==> src/rtl/irq_agg_pkg.sv <==
package irq_agg_pkg;

    localparam int DMA_W        = 2;
    localparam int HOST_ERR_BIT = 1;

    localparam logic [7:0] OFS_TX_RAW  = 8'h80;
    localparam logic [7:0] OFS_TX_MSK  = 8'h84;
    localparam logic [7:0] OFS_TX_SET  = 8'h88;
    localparam logic [7:0] OFS_TX_CLR  = 8'h8C;
    localparam logic [7:0] OFS_VECTOR  = 8'h90;
    localparam logic [7:0] OFS_EOI     = 8'h94;
    localparam logic [7:0] OFS_RX_RAW  = 8'hA0;
    localparam logic [7:0] OFS_RX_MSK  = 8'hA4;
    localparam logic [7:0] OFS_RX_SET  = 8'hA8;
    localparam logic [7:0] OFS_RX_CLR  = 8'hAC;
    localparam logic [7:0] OFS_DMA_RAW = 8'hB0;
    localparam logic [7:0] OFS_DMA_MSK = 8'hB4;
    localparam logic [7:0] OFS_DMA_SET = 8'hB8;
    localparam logic [7:0] OFS_DMA_CLR = 8'hBC;

    typedef enum logic [3:0] {
        SEL_NONE,
        SEL_TX_RAW, SEL_TX_MSK, SEL_TX_SET, SEL_TX_CLR,
        SEL_RX_RAW, SEL_RX_MSK, SEL_RX_SET, SEL_RX_CLR,
        SEL_DMA_RAW, SEL_DMA_MSK, SEL_DMA_SET, SEL_DMA_CLR,
        SEL_VECTOR, SEL_EOI
    } reg_sel_e;

endpackage

==> src/rtl/irq_agg_decode.sv <==
module irq_agg_decode
    import irq_agg_pkg::*;
#(
    parameter int ADDR_W = 8
) (
    input  logic [ADDR_W-1:0] addr_i,
    output reg_sel_e          sel_o
);

    function automatic logic hit(input logic [ADDR_W-1:0] a, input logic [7:0] ofs);
        return a == ADDR_W'(ofs);
    endfunction

    always_comb begin
        sel_o = SEL_NONE;
        if      (hit(addr_i, OFS_TX_RAW))  sel_o = SEL_TX_RAW;
        else if (hit(addr_i, OFS_TX_MSK))  sel_o = SEL_TX_MSK;
        else if (hit(addr_i, OFS_TX_SET))  sel_o = SEL_TX_SET;
        else if (hit(addr_i, OFS_TX_CLR))  sel_o = SEL_TX_CLR;
        else if (hit(addr_i, OFS_RX_RAW))  sel_o = SEL_RX_RAW;
        else if (hit(addr_i, OFS_RX_MSK))  sel_o = SEL_RX_MSK;
        else if (hit(addr_i, OFS_RX_SET))  sel_o = SEL_RX_SET;
        else if (hit(addr_i, OFS_RX_CLR))  sel_o = SEL_RX_CLR;
        else if (hit(addr_i, OFS_DMA_RAW)) sel_o = SEL_DMA_RAW;
        else if (hit(addr_i, OFS_DMA_MSK)) sel_o = SEL_DMA_MSK;
        else if (hit(addr_i, OFS_DMA_SET)) sel_o = SEL_DMA_SET;
        else if (hit(addr_i, OFS_DMA_CLR)) sel_o = SEL_DMA_CLR;
        else if (hit(addr_i, OFS_VECTOR))  sel_o = SEL_VECTOR;
        else if (hit(addr_i, OFS_EOI))     sel_o = SEL_EOI;
    end

endmodule

==> src/rtl/irq_agg_group.sv <==
module irq_agg_group #(
    parameter int W = 8
) (
    input  logic         clk_i,
    input  logic         rst_ni,
    input  logic [W-1:0] src_i,
    input  logic         set_we_i,
    input  logic         clr_we_i,
    input  logic [W-1:0] wbits_i,
    output logic [W-1:0] raw_o,
    output logic [W-1:0] mask_o,
    output logic [W-1:0] masked_o
);

    typedef struct packed {
        logic [W-1:0] raw;
        logic [W-1:0] mask;
    } grp_state_t;

    grp_state_t st_d, st_q;

    always_comb begin
        st_d     = st_q;
        st_d.raw = src_i;
        if (set_we_i) st_d.mask = st_q.mask | wbits_i;
        if (clr_we_i) st_d.mask = st_q.mask & ~wbits_i;
    end

    always_ff @(posedge clk_i or negedge rst_ni) begin
        if (!rst_ni) st_q <= '0;
        else         st_q <= st_d;
    end

    assign raw_o    = st_q.raw;
    assign mask_o   = st_q.mask;
    assign masked_o = st_q.raw & st_q.mask;

endmodule

==> src/rtl/irq_agg_combine.sv <==
module irq_agg_combine (
    input  logic clk_i,
    input  logic rst_ni,
    input  logic any_i,
    input  logic eoi_i,
    output logic irq_o
);

    typedef struct packed {
        logic irq;
    } comb_state_t;

    comb_state_t st_d, st_q;

    always_comb begin
        st_d     = st_q;
        st_d.irq = eoi_i ? 1'b0 : any_i;
    end

    always_ff @(posedge clk_i or negedge rst_ni) begin
        if (!rst_ni) st_q <= '0;
        else         st_q <= st_d;
    end

    assign irq_o = st_q.irq;

endmodule

==> src/rtl/irq_agg.sv <==
module irq_agg
    import irq_agg_pkg::*;
#(
    parameter int NUM_CH = 8,
    parameter int DATA_W = 32,
    parameter int ADDR_W = 8
) (
    input  logic              clk_i,
    input  logic              rst_ni,
    input  logic              bus_wr_i,
    input  logic              bus_rd_i,
    input  logic [ADDR_W-1:0] bus_addr_i,
    input  logic [DATA_W-1:0] bus_wdata_i,
    output logic [DATA_W-1:0] bus_rdata_o,
    input  logic [NUM_CH-1:0] tx_src_i,
    input  logic [NUM_CH-1:0] rx_src_i,
    input  logic              host_err_i,
    output logic              irq_o
);

    localparam int VEC_W  = 2 * NUM_CH + DMA_W;
    localparam int N_GRP  = 2;

    if (VEC_W > DATA_W) begin : g_bad_width
        $error("irq_agg: vector does not fit the data width");
    end
    if (ADDR_W < 8) begin : g_bad_addr
        $error("irq_agg: address width below 8 bits");
    end

    reg_sel_e sel;

    irq_agg_decode #(.ADDR_W(ADDR_W)) u_decode (
        .addr_i (bus_addr_i),
        .sel_o  (sel)
    );

    // channel groups: index 0 = transmit, 1 = receive
    logic [N_GRP-1:0][NUM_CH-1:0] ch_src, ch_raw, ch_mask, ch_masked;
    logic [N_GRP-1:0]             ch_set, ch_clr;

    assign ch_src[0] = tx_src_i;
    assign ch_src[1] = rx_src_i;
    assign ch_set[0] = bus_wr_i && (sel == SEL_TX_SET);
    assign ch_clr[0] = bus_wr_i && (sel == SEL_TX_CLR);
    assign ch_set[1] = bus_wr_i && (sel == SEL_RX_SET);
    assign ch_clr[1] = bus_wr_i && (sel == SEL_RX_CLR);

    for (genvar g = 0; g < N_GRP; g++) begin : g_chan
        irq_agg_group #(.W(NUM_CH)) u_grp (
            .clk_i    (clk_i),
            .rst_ni   (rst_ni),
            .src_i    (ch_src[g]),
            .set_we_i (ch_set[g]),
            .clr_we_i (ch_clr[g]),
            .wbits_i  (bus_wdata_i[NUM_CH-1:0]),
            .raw_o    (ch_raw[g]),
            .mask_o   (ch_mask[g]),
            .masked_o (ch_masked[g])
        );
    end

    logic [DMA_W-1:0] dma_src, dma_raw, dma_mask, dma_masked;

    always_comb begin
        dma_src               = '0;
        dma_src[HOST_ERR_BIT] = host_err_i;
    end

    irq_agg_group #(.W(DMA_W)) u_dma (
        .clk_i    (clk_i),
        .rst_ni   (rst_ni),
        .src_i    (dma_src),
        .set_we_i (bus_wr_i && (sel == SEL_DMA_SET)),
        .clr_we_i (bus_wr_i && (sel == SEL_DMA_CLR)),
        .wbits_i  (bus_wdata_i[DMA_W-1:0]),
        .raw_o    (dma_raw),
        .mask_o   (dma_mask),
        .masked_o (dma_masked)
    );

    logic [NUM_CH-1:0] tx_mask, rx_mask;
    assign tx_mask = ch_mask[0];
    assign rx_mask = ch_mask[1];

    logic any_masked;
    logic eoi_hit;
    assign any_masked = (|ch_masked) | (|dma_masked);
    assign eoi_hit    = bus_wr_i && (sel == SEL_EOI) && (bus_wdata_i == '0);

    irq_agg_combine u_combine (
        .clk_i  (clk_i),
        .rst_ni (rst_ni),
        .any_i  (any_masked),
        .eoi_i  (eoi_hit),
        .irq_o  (irq_o)
    );

    typedef struct packed {
        logic [DATA_W-1:0] rdata;
    } rd_state_t;

    rd_state_t st_d, st_q;
    logic [DATA_W-1:0] vec;
    logic [DATA_W-1:0] rd_mux;

    always_comb begin
        vec = '0;
        vec[NUM_CH-1:0]          = ch_masked[0];
        vec[NUM_CH +: NUM_CH]    = ch_masked[1];
        vec[2*NUM_CH +: DMA_W]   = dma_masked;

        unique case (sel)
            SEL_TX_RAW:              rd_mux = DATA_W'(ch_raw[0]);
            SEL_TX_MSK:              rd_mux = DATA_W'(ch_masked[0]);
            SEL_TX_SET, SEL_TX_CLR:  rd_mux = DATA_W'(ch_mask[0]);
            SEL_RX_RAW:              rd_mux = DATA_W'(ch_raw[1]);
            SEL_RX_MSK:              rd_mux = DATA_W'(ch_masked[1]);
            SEL_RX_SET, SEL_RX_CLR:  rd_mux = DATA_W'(ch_mask[1]);
            SEL_DMA_RAW:             rd_mux = DATA_W'(dma_raw);
            SEL_DMA_MSK:             rd_mux = DATA_W'(dma_masked);
            SEL_DMA_SET, SEL_DMA_CLR: rd_mux = DATA_W'(dma_mask);
            SEL_VECTOR:              rd_mux = vec;
            default:                 rd_mux = '0;
        endcase

        st_d = st_q;
        if (bus_rd_i) st_d.rdata = rd_mux;
    end

    always_ff @(posedge clk_i or negedge rst_ni) begin
        if (!rst_ni) st_q <= '0;
        else         st_q <= st_d;
    end

    assign bus_rdata_o = st_q.rdata;

endmodule

==> config.mk <==
export PLATFORM = sky130hd
export DESIGN_NAME = irq_agg
export DESIGN_NICKNAME = d
export VERILOG_FILES = /design/src/rtl/irq_agg_pkg.sv /design/src/rtl/irq_agg_decode.sv /design/src/rtl/irq_agg_group.sv /design/src/rtl/irq_agg_combine.sv /design/src/rtl/irq_agg.sv
export SDC_FILE = /design/constraint.sdc
export NUM_CORES = 1
export LEC_CHECK = 0
export ABC_AREA = 1
export ABC_CLOCK_PERIOD_IN_PS = 2300
export BUFFER_PORTS_ARGS = -buffer_cell sky130_fd_sc_hd__buf_2
export CAP_MARGIN = 40
export CORE_MARGIN = 2
export CORE_UTILIZATION = 46
export CTS_CLUSTER_SIZE = 8
export DETAILED_ROUTE_END_ITERATION = 8
export PLACE_DENSITY = 0.79
export SYNTH_ARGS = -nofsm -noshare
export SYNTH_HDL_FRONTEND = slang
export SYNTH_SLANG_ARGS = --single-unit
==> constraint.sdc <==
create_clock -name clk_i -period 2.3 [get_ports clk_i]
set_input_delay 0.46 -clock clk_i [delete_from_list [all_inputs] [get_ports clk_i]]
set_output_delay 0.46 -clock clk_i [all_outputs]
set_load 0.05 [all_outputs]
==> flow_summary.json, run 1 <==
{
  "status": "finished, final reports clean",
  "postCtsHoldBufs": 0,
  "ios": 94,
  "timing.rr.end": "u_combine.irq_o$_DFF_PN0_",
  "hold_ws_ns": 0.243,
  "routabilityCongestion": 0.876,
  "multi_input_area_sq_um": 1370,
  "powerDensity_nw_per_um2": 582,
  "crit_fanout": 12,
  "clk_pin_slew_ns": 0.10,
  "syn_avg_cell_area_sq_um": 7.95,
  "fillCellCount": 569,
  "die_w_microns": 82.8,
  "ant_nets": 0,
  "dp_hpwl_mm": 5.37,
  "mostFrequentLayoutCells": "nand2_1 (134), buf_2 (78), dfrtp_1 (53), nand3_1 (31), nor2_1 (25)",
  "crit_type": "input port to flip-flop",
  "die-area_sq_um": 6850,
  "critPathMaxStageDelay_ns": 0.45,
  "slew_violations": 0,
  "r2r_cells": 5,
  "fmaxAchievable_mhz": 616,
  "clock_path_buffers": 2,
  "cts-buffers-inserted": 5,
  "rsz0062_at_grt": "false",
  "worstSkewPairLatency_ns": 0.31,
  "yosysTopAreaCell": "dfrtp_1",
  "ctsResizeCount": 0,
  "placed_cells": 508,
  "ff_latch_area_sq_um": 1330,
  "path_cells": "buf_2 > inv_1 > nand2_4 > nor2_4 > nand2_2 > nor2_1 > o21ai_1",
  "cap_violations": 0,
  "final_common_cell": "nand2_1",
  "path_buf_inv": 2,
  "cts_root_buf": "clkbuf_8",
  "startpoint": "bus_addr_i[6]",
  "relSlewSlack_pct": 57.1,
  "grt_pass1_wl_mm": 11.5,
  "cp_top_family": "simple AND/OR/NAND/NOR gates",
  "post_cts.repair.setup_buffers": 0,
  "hold_end": "g_chan[1].u_grp.raw_o[7]$_DFF_PN0_",
  "tns_ns": 0,
  "antenna_found_initial": 0,
  "diodes": 0,
  "utilization_pct": 56.6,
  "rows": 28,
  "clock-skew-final_ns": 0.0119,
  "synthCells": 359,
  "drt_iter0_markers": 164,
  "die_h_microns": 82.8,
  "vias_per_cell": 5.05,
  "layout.cells.non_filler": 516,
  "hp-start": "rx_src_i[7]",
  "grt.total_usage_pct": 22.6,
  "endpoint_kind": "flip-flop",
  "clkSinkCount": 53,
  "ys.warnings.count": 0,
  "vias": 2607,
  "synth_top_area_share_pct": 46.5,
  "grt_pass1_vias": 2450,
  "critPathRequiredTime_ns": 2.48,
  "io_buffer_count": 78,
  "synthToLayoutAreaGrowth_pct": 18.2,
  "finalSetupViolations": 0,
  "r2r_slack_ns": 1.09,
  "htreeDepth": 2,
  "cp-start-kind": "input port",
  "drive_gt1_share_pct": 26.1,
  "tritoncts": "done",
  "netlist-cell-type-count": 30,
  "grt_max_degree": 54,
  "drc": 0,
  "critPathSlowestCell": "nor2_1",
  "power_w": 0.00196,
  "min_path_cells": 1,
  "yosysSeqAreaShare_pct": 46.5,
  "start_util_pct": 47.9,
  "drtPass1Iterations": 4,
  "ys_seq_elements": 53,
  "final_nets": 501,
  "irDropWorstVdd_uv": 334,
  "synth_area_leaders": "dfrtp_1 (46%), nand2_1 (18%), nand3_1 (5.4%)",
  "fin_crit_ns": 1.62,
  "overflow": 0,
  "hold_path_class": "input port to flip-flop",
  "finalCritPeriodShare_pct": 70.6,
  "arrival_ns": 1.80,
  "tightest_slew_ns": 0.644,
  "postRouteWirelength_mm": 6.86,
  "total_leakage_power_nw": 1.77,
  "timing.final.hold_violations": 0,
  "wl_per_cell_microns": 13.3,
  "synthesis.area_sq_um": 2850,
  "cp.depth": 7,
  "core_sq_um": 5960
}
-- synthesized netlist by cell type --
cell      count
nand2_1     134
dfrtp_1      53
nand3_1      31
nor2_1       25
o21ai_1      18
buf_4        16
inv_1        12
nand2_2      11
nand4_1       9
o31ai_1       9
nor2_4        6
nor4_1        5
o21ai_0       4
nand2_4       3
nand3b_1      3
o211ai_1      3
buf_6         2
clkbuf_1      2
inv_2         2
a21oi_1       1
a21oi_4       1
a31oi_1       1
and3_1        1
buf_2         1
clkinv_1      1
conb_1        1
mux2_1        1
mux2_2        1
nor2_2        1
o21ai_4       1
-- per-stage QoR --
stage	area, sq um	setup slack (ns)
2_1_floorplan	2910	0.858
3_3_place_gp	3260	0.437
3_5_place_dp	3260	0.370
4_1_cts	3370	0.679
5_1_grt	3370	0.583
6_report	3370	0.676
-- routing by layer --
metal / track usage, % / up-vias / part of all wire (%)
met1: 31.3 / 1200 / 46
met2: 35.6 / 83 / 47
met3: 5.00 / 10 / 5.5
met4: 6.39 / 0 / 1.4
met5: 0 / - / 0
li1: - / 1314 / -
-- cell families after synthesis --
group,synth area share (%)
flops,46.5
buf+inv,7.41
mux,0.789
compound gates,8.55
simple gates,36.6
other cells,0.131
-- worst register-to-register path, delay by kind of cell, from the launching register on --
| kind | cells | cell delay, ns |
|---|---|---|
| and+or+nand+nor | 4 | 0.62 |
| DFF | 1 | 0.43 |
| AOI/OAI and AO/OA | 1 | 0.05 |
-- power by group --
part	internal (W)	switching (W)
clock network	0.000326	0.000312
registers	0.000983	0.0000471
logic	0.0000876	0.000206
-- how the worst max path moves through the flow --
| stage | endpoint | slack (ns) |
|---|---|---|
| after floorplan | flip-flop | 0.86 |
| after global placement | flip-flop | 0.44 |
| after detailed placement | flip-flop | 0.37 |
| after CTS | flip-flop | 0.68 |
| after global routing | flip-flop | 0.58 |
| final | flip-flop | 0.68 |
-- area by class of cell --
class | count | area share (%)
Tap cell | 75 | 2.78
Clock inverter | 3 | 1.37
Multi-Input combinational cell | 284 | 40.6
Clock buffer | 5 | 2.04
Sequential cell | 53 | 39.3
Timing Repair Buffer | 81 | 12.2
Inverter | 15 | 1.67
(Power assumes the default switching activity.)
==> inputs of run 2 (changes only) <==
ABC_AREA = 0   (was 1)
ABC_CLOCK_PERIOD_IN_PS = 1400   (was 2300)
CORE_UTILIZATION = 45   (was 46)
PLACE_DENSITY = 0.81   (was 0.79)
clock period = 1.4 ns   (was 2.3 ns; I/O delays follow)
==> flow_summary.json, run 2 <==
{
  "postRouteWirelength_mm": 7.48,
  "clkSinkCount": 53,
  "timing.final.hold_violations": 0,
  "tns_ns": -0.0104,
  "final_common_cell": "buf_2",
  "grt.total_usage_pct": 23.5,
  "powerDensity_nw_per_um2": 862,
  "drc": 0,
  "synth_commonest_cells": "dfrtp_1 (53), a31oi_1 (23), a21oi_1 (17), buf_4 (17), nand2_1 (17)",
  "clock_path_buffers": 2,
  "clock-skew-final_ns": 0.00489,
  "synth_top_flop_cell": "dfrtp_1",
  "vias_per_cell": 5.58,
  "internal_power_w": 0.00222,
  "synth_edf_count": 0,
  "grt_pass1_vias": 2453,
  "utilization_pct": 62.6,
  "io_buffer_count": 78,
  "diodes": 0,
  "synthCells": 271,
  "clk_pin_slew_ns": 0.10,
  "dp_hpwl_mm": 5.95,
  "rsz0062_at_grt": "true",
  "wl_per_cell_microns": 16.1,
  "mostFrequentLayoutCells": "buf_2 (76), dfrtp_1 (53), buf_4 (41), a31oi_1 (23)",
  "drtPass1Iterations": 5,
  "violations": "negative setup slack",
  "vias": 2590,
  "die_w_microns": 82.3,
  "synth_area_leaders": "dfrtp_1 (48%), a31oi_1 (5.2%), buf_4 (4.6%)",
  "synth.most_common_cell": "dfrtp_1",
  "core_sq_um": 5920,
  "swShare_pct": 30.5,
  "die_h_microns": 82.3,
  "pwr-share-seq_pct": 52.4,
  "synthToLayoutAreaGrowth_pct": 34.1,
  "cts-buffers-inserted": 5,
  "ys.warnings.count": 0,
  "finalCritPeriodShare_pct": 101,
  "async_flop_share_pct": 100,
  "route.met2.wl_mm": 3.62,
  "worstSkewPairLatency_ns": 0.31,
  "hold_path_class": "input port to flip-flop",
  "fin_crit_ns": 1.41,
  "fmaxAchievable_mhz": 709,
  "cts_root_buf": "clkbuf_8",
  "ant_nets": 0,
  "highest_layer": "met4",
  "setup_ws_ns": -0.0104,
  "slew_violations": 0,
  "design_area_sq_um": 3700,
  "critPathRequiredTime_ns": 1.62,
  "drive_gt1_share_pct": 38.6,
  "overflow": 0,
  "cap_violations": 0,
  "synth_top_area_share_pct": 48.0,
  "grt_max_degree": 54,
  "switchingPower_w": 0.000974,
  "crit_type": "flip-flop to flip-flop",
  "yosysSeqAreaShare_pct": 48.0,
  "final_nets": 449,
  "tritoncts": "done",
  "grt_pass1_wl_mm": 12.0,
  "routabilityCongestion": 0.901,
  "cp-start-kind": "flip-flop",
  "die-area_sq_um": 6780,
  "endpoint_kind": "flip-flop",
  "finalSetupViolations": 1,
  "start_util_pct": 46.6,
  "fillCellCount": 487,
  "pwr-share-clk_pct": 28.0,
  "ios": 94,
  "status": "finished, violations left",
  "comb_power_share_pct": 19.7,
  "place_area_sq_um": 3520,
  "hold_ws_ns": 0.0671,
  "antenna_found_initial": 0,
  "met3_length_microns": 521,
  "crit_fanout": 2,
  "netlist-cell-type-count": 53,
  "arrival_ns": 1.63,
  "yosysTopAreaCell": "dfrtp_1",
  "htreeDepth": 2,
  "rows": 28,
  "total_leakage_power_nw": 1.71,
  "ys_seq_elements": 53,
  "irDropWorstVdd_uv": 549,
  "drt_iter0_markers": 194,
  "m1WireLength_mm": 3.27,
  "synthesis.area_sq_um": 2760,
  "syn_avg_cell_area_sq_um": 10.2
}
run 2: layer usage:
layer | vias up | GRT usage (%)
met1 | 1229 | 32.3
met2 | 121 | 39.7
li1 | 1231 | -
met4 | 0 | 4.17
met5 | - | 0
met3 | 9 | 3.91
run 2: cell families after synthesis:
family                     Yosys count  share of synthesized area (%)
AOI/OAI and AO/OA                   76                           17.9
xor gates and xnor gates             1                          0.317
adders and majority gates            6                           2.17
buffers and inverters               40                           8.43
DFF                                 53                           48.0
muxes                                9                           3.40
other                                1                          0.136
and+or+nand+nor                     85                           19.7
run 2: final cells by class:
type	instances	area [sq um]	share of cell area, %
sequential	53	1330	35.8
inverter	13	48.8	1.32
clock inverter	3	25.0	0.676
timing repair buffer	123	785	21.2
multi-input combinational	192	1360	36.6
tap	75	93.8	2.53
clock buffer	5	68.8	1.86
run 2: final timing paths:
path                                                          from                            endpoint  slack (ns)  cells past startpoint
worst max-delay path            g_chan[1].u_grp.raw_o[0]$_DFF_PN0_          bus_rdata_o[0]$_DFFE_PN0P_       -0.01                      4
worst min-delay path                                   tx_src_i[5]  g_chan[0].u_grp.raw_o[5]$_DFF_PN0_        0.07                      1
worst max register to register  g_chan[1].u_grp.raw_o[0]$_DFF_PN0_          bus_rdata_o[0]$_DFFE_PN0P_       -0.01                      4
worst min register to register          bus_rdata_o[7]$_DFFE_PN0P_          bus_rdata_o[7]$_DFFE_PN0P_        0.52                      2
max in group asynchronous                                   rst_ni  g_chan[0].u_grp.raw_o[6]$_DFF_PN0_        0.69                      3
min in group asynchronous                                   rst_ni  g_chan[0].u_grp.raw_o[0]$_DFF_PN0_        0.49                      3
run 2: power by group through the flow:
stage	combinational (W)	clock, W	sequential [W]
after global placement	0.000592	0	0.00170
after floorplan	0.000317	0	0.00172
final	0.000628	0.000893	0.00167
after CTS	0.000618	0.000914	0.00167
after global routing	0.000683	0.000979	0.00168
after detailed placement	0.000604	0	0.00170
run 2: worst max-delay path, cell delays in order, from the launching register on:
cell	delay, ns
dfrtp_1	0.35
or3b_4	0.39
a2111oi_4	0.36
nor3_2	0.08
o221ai_1	0.15
run 2: stage by stage:
stage | instances | total power, W | worst slack [ns]
floorplan | 285 | 0.00203 | -0.0749
global placement | 453 | 0.00229 | -0.383
detailed placement | 453 | 0.00230 | -0.327
CTS | 463 | 0.00320 | 0.00375
global route | 464 | 0.00334 | -0.106
finish | 464 | 0.00319 | -0.0104
run 2: what timing repair did:
action	4_1_cts	5_1_grt
hold endpoints to repair	53	0
hold buffers	1	0
cloned	0	0
setup buffers	1	1
pin swaps	0	2
setup endpoints to repair	1	14
gates resized for setup	7	8
==> inputs of run 3 (changes only) <==
PLACE_DENSITY = not set   (was 0.81)
PLACE_DENSITY_LB_ADDON = 0.1   (was not set)
==> flow_summary.json, run 3 (same netlist as run 2, synthesis figures left out) <==
{
  "r2r_slack_ns": -0.02,
  "powerDensity_nw_per_um2": 852,
  "grt_pass1_vias": 2307,
  "critPathRequiredTime_ns": 1.63,
  "multi_input_area_sq_um": 1390,
  "finalCritPeriodShare_pct": 101,
  "fmaxAchievable_mhz": 704,
  "drc": 0,
  "finalSetupViolations": 1,
  "vias": 2583,
  "core_sq_um": 5920,
  "timing.rr.end": "bus_rdata_o[0]$_DFFE_PN0P_",
  "crit_type": "flip-flop to flip-flop",
  "hp-start": "tx_src_i[3]",
  "cts-buffers-inserted": 5,
  "setup_ws_ns": -0.0196,
  "ios": 94,
  "arrival_ns": 1.65,
  "r2r_cells": 4,
  "grt_pass1_wl_mm": 12.2,
  "cp-start-kind": "flip-flop",
  "ff_latch_area_sq_um": 1330,
  "path_cells": "or3b_4 > a2111oi_4 > nor3_2 > o221ai_1",
  "status": "finished, violations left",
  "cap_violations": 0,
  "timing.final.hold_violations": 0,
  "irDropWorstVdd_uv": 532,
  "design_area_sq_um": 3780,
  "min_path_cells": 1,
  "synthToLayoutAreaGrowth_pct": 36.9,
  "diodes": 0,
  "pwr-share-clk_pct": 28.4,
  "fillCellCount": 519,
  "fin_crit_ns": 1.42,
  "internal_power_w": 0.00222,
  "die-area_sq_um": 6780,
  "comb_power_share_pct": 19.5,
  "endpoint_kind": "flip-flop",
  "drt_iter0_markers": 138,
  "wl_per_cell_microns": 16.8,
  "worstSkewPairLatency_ns": 0.32,
  "mostFrequentLayoutCells": "buf_2 (76), dfrtp_1 (53), buf_4 (43), a31oi_1 (22)",
  "die_w_microns": 82.3,
  "io_buffer_count": 78,
  "critPathMaxStageDelay_ns": 0.40,
  "tritoncts": "done",
  "crit_fanout": 2,
  "drtPass1Iterations": 4,
  "ant_nets": 0,
  "clock-skew-final_ns": 0.00923,
  "final_common_cell": "buf_2",
  "die_h_microns": 82.3,
  "place_area_sq_um": 3530,
  "start_util_pct": 46.6,
  "clkSinkCount": 53,
  "grt_max_degree": 54,
  "grt.total_usage_pct": 24.3,
  "hold_end": "g_chan[0].u_grp.raw_o[3]$_DFF_PN0_",
  "critPathSlowestCell": "or3b_4",
  "rsz0062_at_grt": "true",
  "tns_ns": -0.0196,
  "rows": 28,
  "antenna_found_initial": 1,
  "dp_hpwl_mm": 6.06,
  "hold_path_class": "input port to flip-flop",
  "total_leakage_power_nw": 1.75,
  "slew_violations": 0,
  "cts_root_buf": "clkbuf_8",
  "clk_pin_slew_ns": 0.11,
  "routabilityCongestion": 0.870,
  "violations": "negative setup slack",
  "switchingPower_w": 0.000998,
  "pwr-share-seq_pct": 52.1,
  "postRouteWirelength_mm": 7.88,
  "swShare_pct": 31.0,
  "overflow": 0,
  "timing.rr.start": "g_chan[1].u_grp.raw_o[0]$_DFF_PN0_",
  "drive_gt1_share_pct": 40.2,
  "cp_top_family": "compound AO/OA/AOI/OAI gates",
  "path_buf_inv": 0,
  "clock_path_buffers": 2,
  "vias_per_cell": 5.52,
  "final_nets": 453,
  "htreeDepth": 2
}
==> run 3: area by class of cell <==
class                           instances  area share, %
Sequential cell                        53           35.1
Clock inverter                          3          0.695
Tap cell                               75           2.48
Clock buffer                            5           1.82
Inverter                               13           1.29
Timing Repair Buffer                  127           21.9
Multi-Input combinational cell        192           36.8
==> run 3: worst max path at each step <==
| stage | start | end | slack [ns] | cells after the start |
|---|---|---|---|---|
| after floorplan | bus_addr_i[6] | bus_rdata_o[7]$_DFFE_PN0P_ | -0.07 | 5 |
| final | g_chan[1].u_grp.raw_o[0]$_DFF_PN0_ | bus_rdata_o[0]$_DFFE_PN0P_ | -0.02 | 4 |
| after detailed placement | bus_addr_i[6] | bus_rdata_o[7]$_DFFE_PN0P_ | -0.36 | 5 |
| after global routing | g_chan[1].u_grp.raw_o[0]$_DFF_PN0_ | bus_rdata_o[0]$_DFFE_PN0P_ | -0.05 | 4 |
| after CTS | bus_addr_i[1] | bus_rdata_o[7]$_DFFE_PN0P_ | 0.0001 | 5 |
| after global placement | bus_addr_i[6] | bus_rdata_o[7]$_DFFE_PN0P_ | -0.29 | 6 |
==> run 3: timing repair <==
action,in CTS,in global routing
setup endpoints to repair,2,16
endpoints found under the hold margin,53,0
resized for setup,10,10
pin swaps,4,9
setup buffers,5,0
hold buffers,1,0
==> run 3: power groups by stage <==
stage          clock [W]  combinational, W  sequential [W]
6_report        0.000916          0.000627         0.00168
5_1_grt         0.000990          0.000683         0.00169
4_1_cts         0.000934          0.000619         0.00168
3_5_place_dp           0          0.000596         0.00170
3_3_place_gp           0          0.000588         0.00171
2_1_floorplan          0          0.000317         0.00172
==> run 3: per-layer routing <==
layer	vias up	track usage (%)	wire, microns
li1	1238	-	-
met2	104	36.5	3550
met1	1226	35.4	3650
met4	2	6.00	124
met3	13	5.76	539
met5	-	0	13
==> run 3: metrics by stage <==
step | power, W | hold WS [ns] | util [%] | std cells | setup WS, ns
2_1_floorplan | 0.00203 | -0.0156 | - | 285 | -0.0749
3_3_place_gp | 0.00229 | 0.297 | 59.6 | 454 | -0.287
3_5_place_dp | 0.00230 | 0.297 | 59.6 | 454 | -0.359
4_1_cts | 0.00323 | 0.0487 | 63.0 | 468 | 0.000112
5_1_grt | 0.00336 | 0.0389 | 63.9 | 468 | -0.0548
6_report | 0.00322 | 0.0551 | 63.9 | 468 | -0.0196
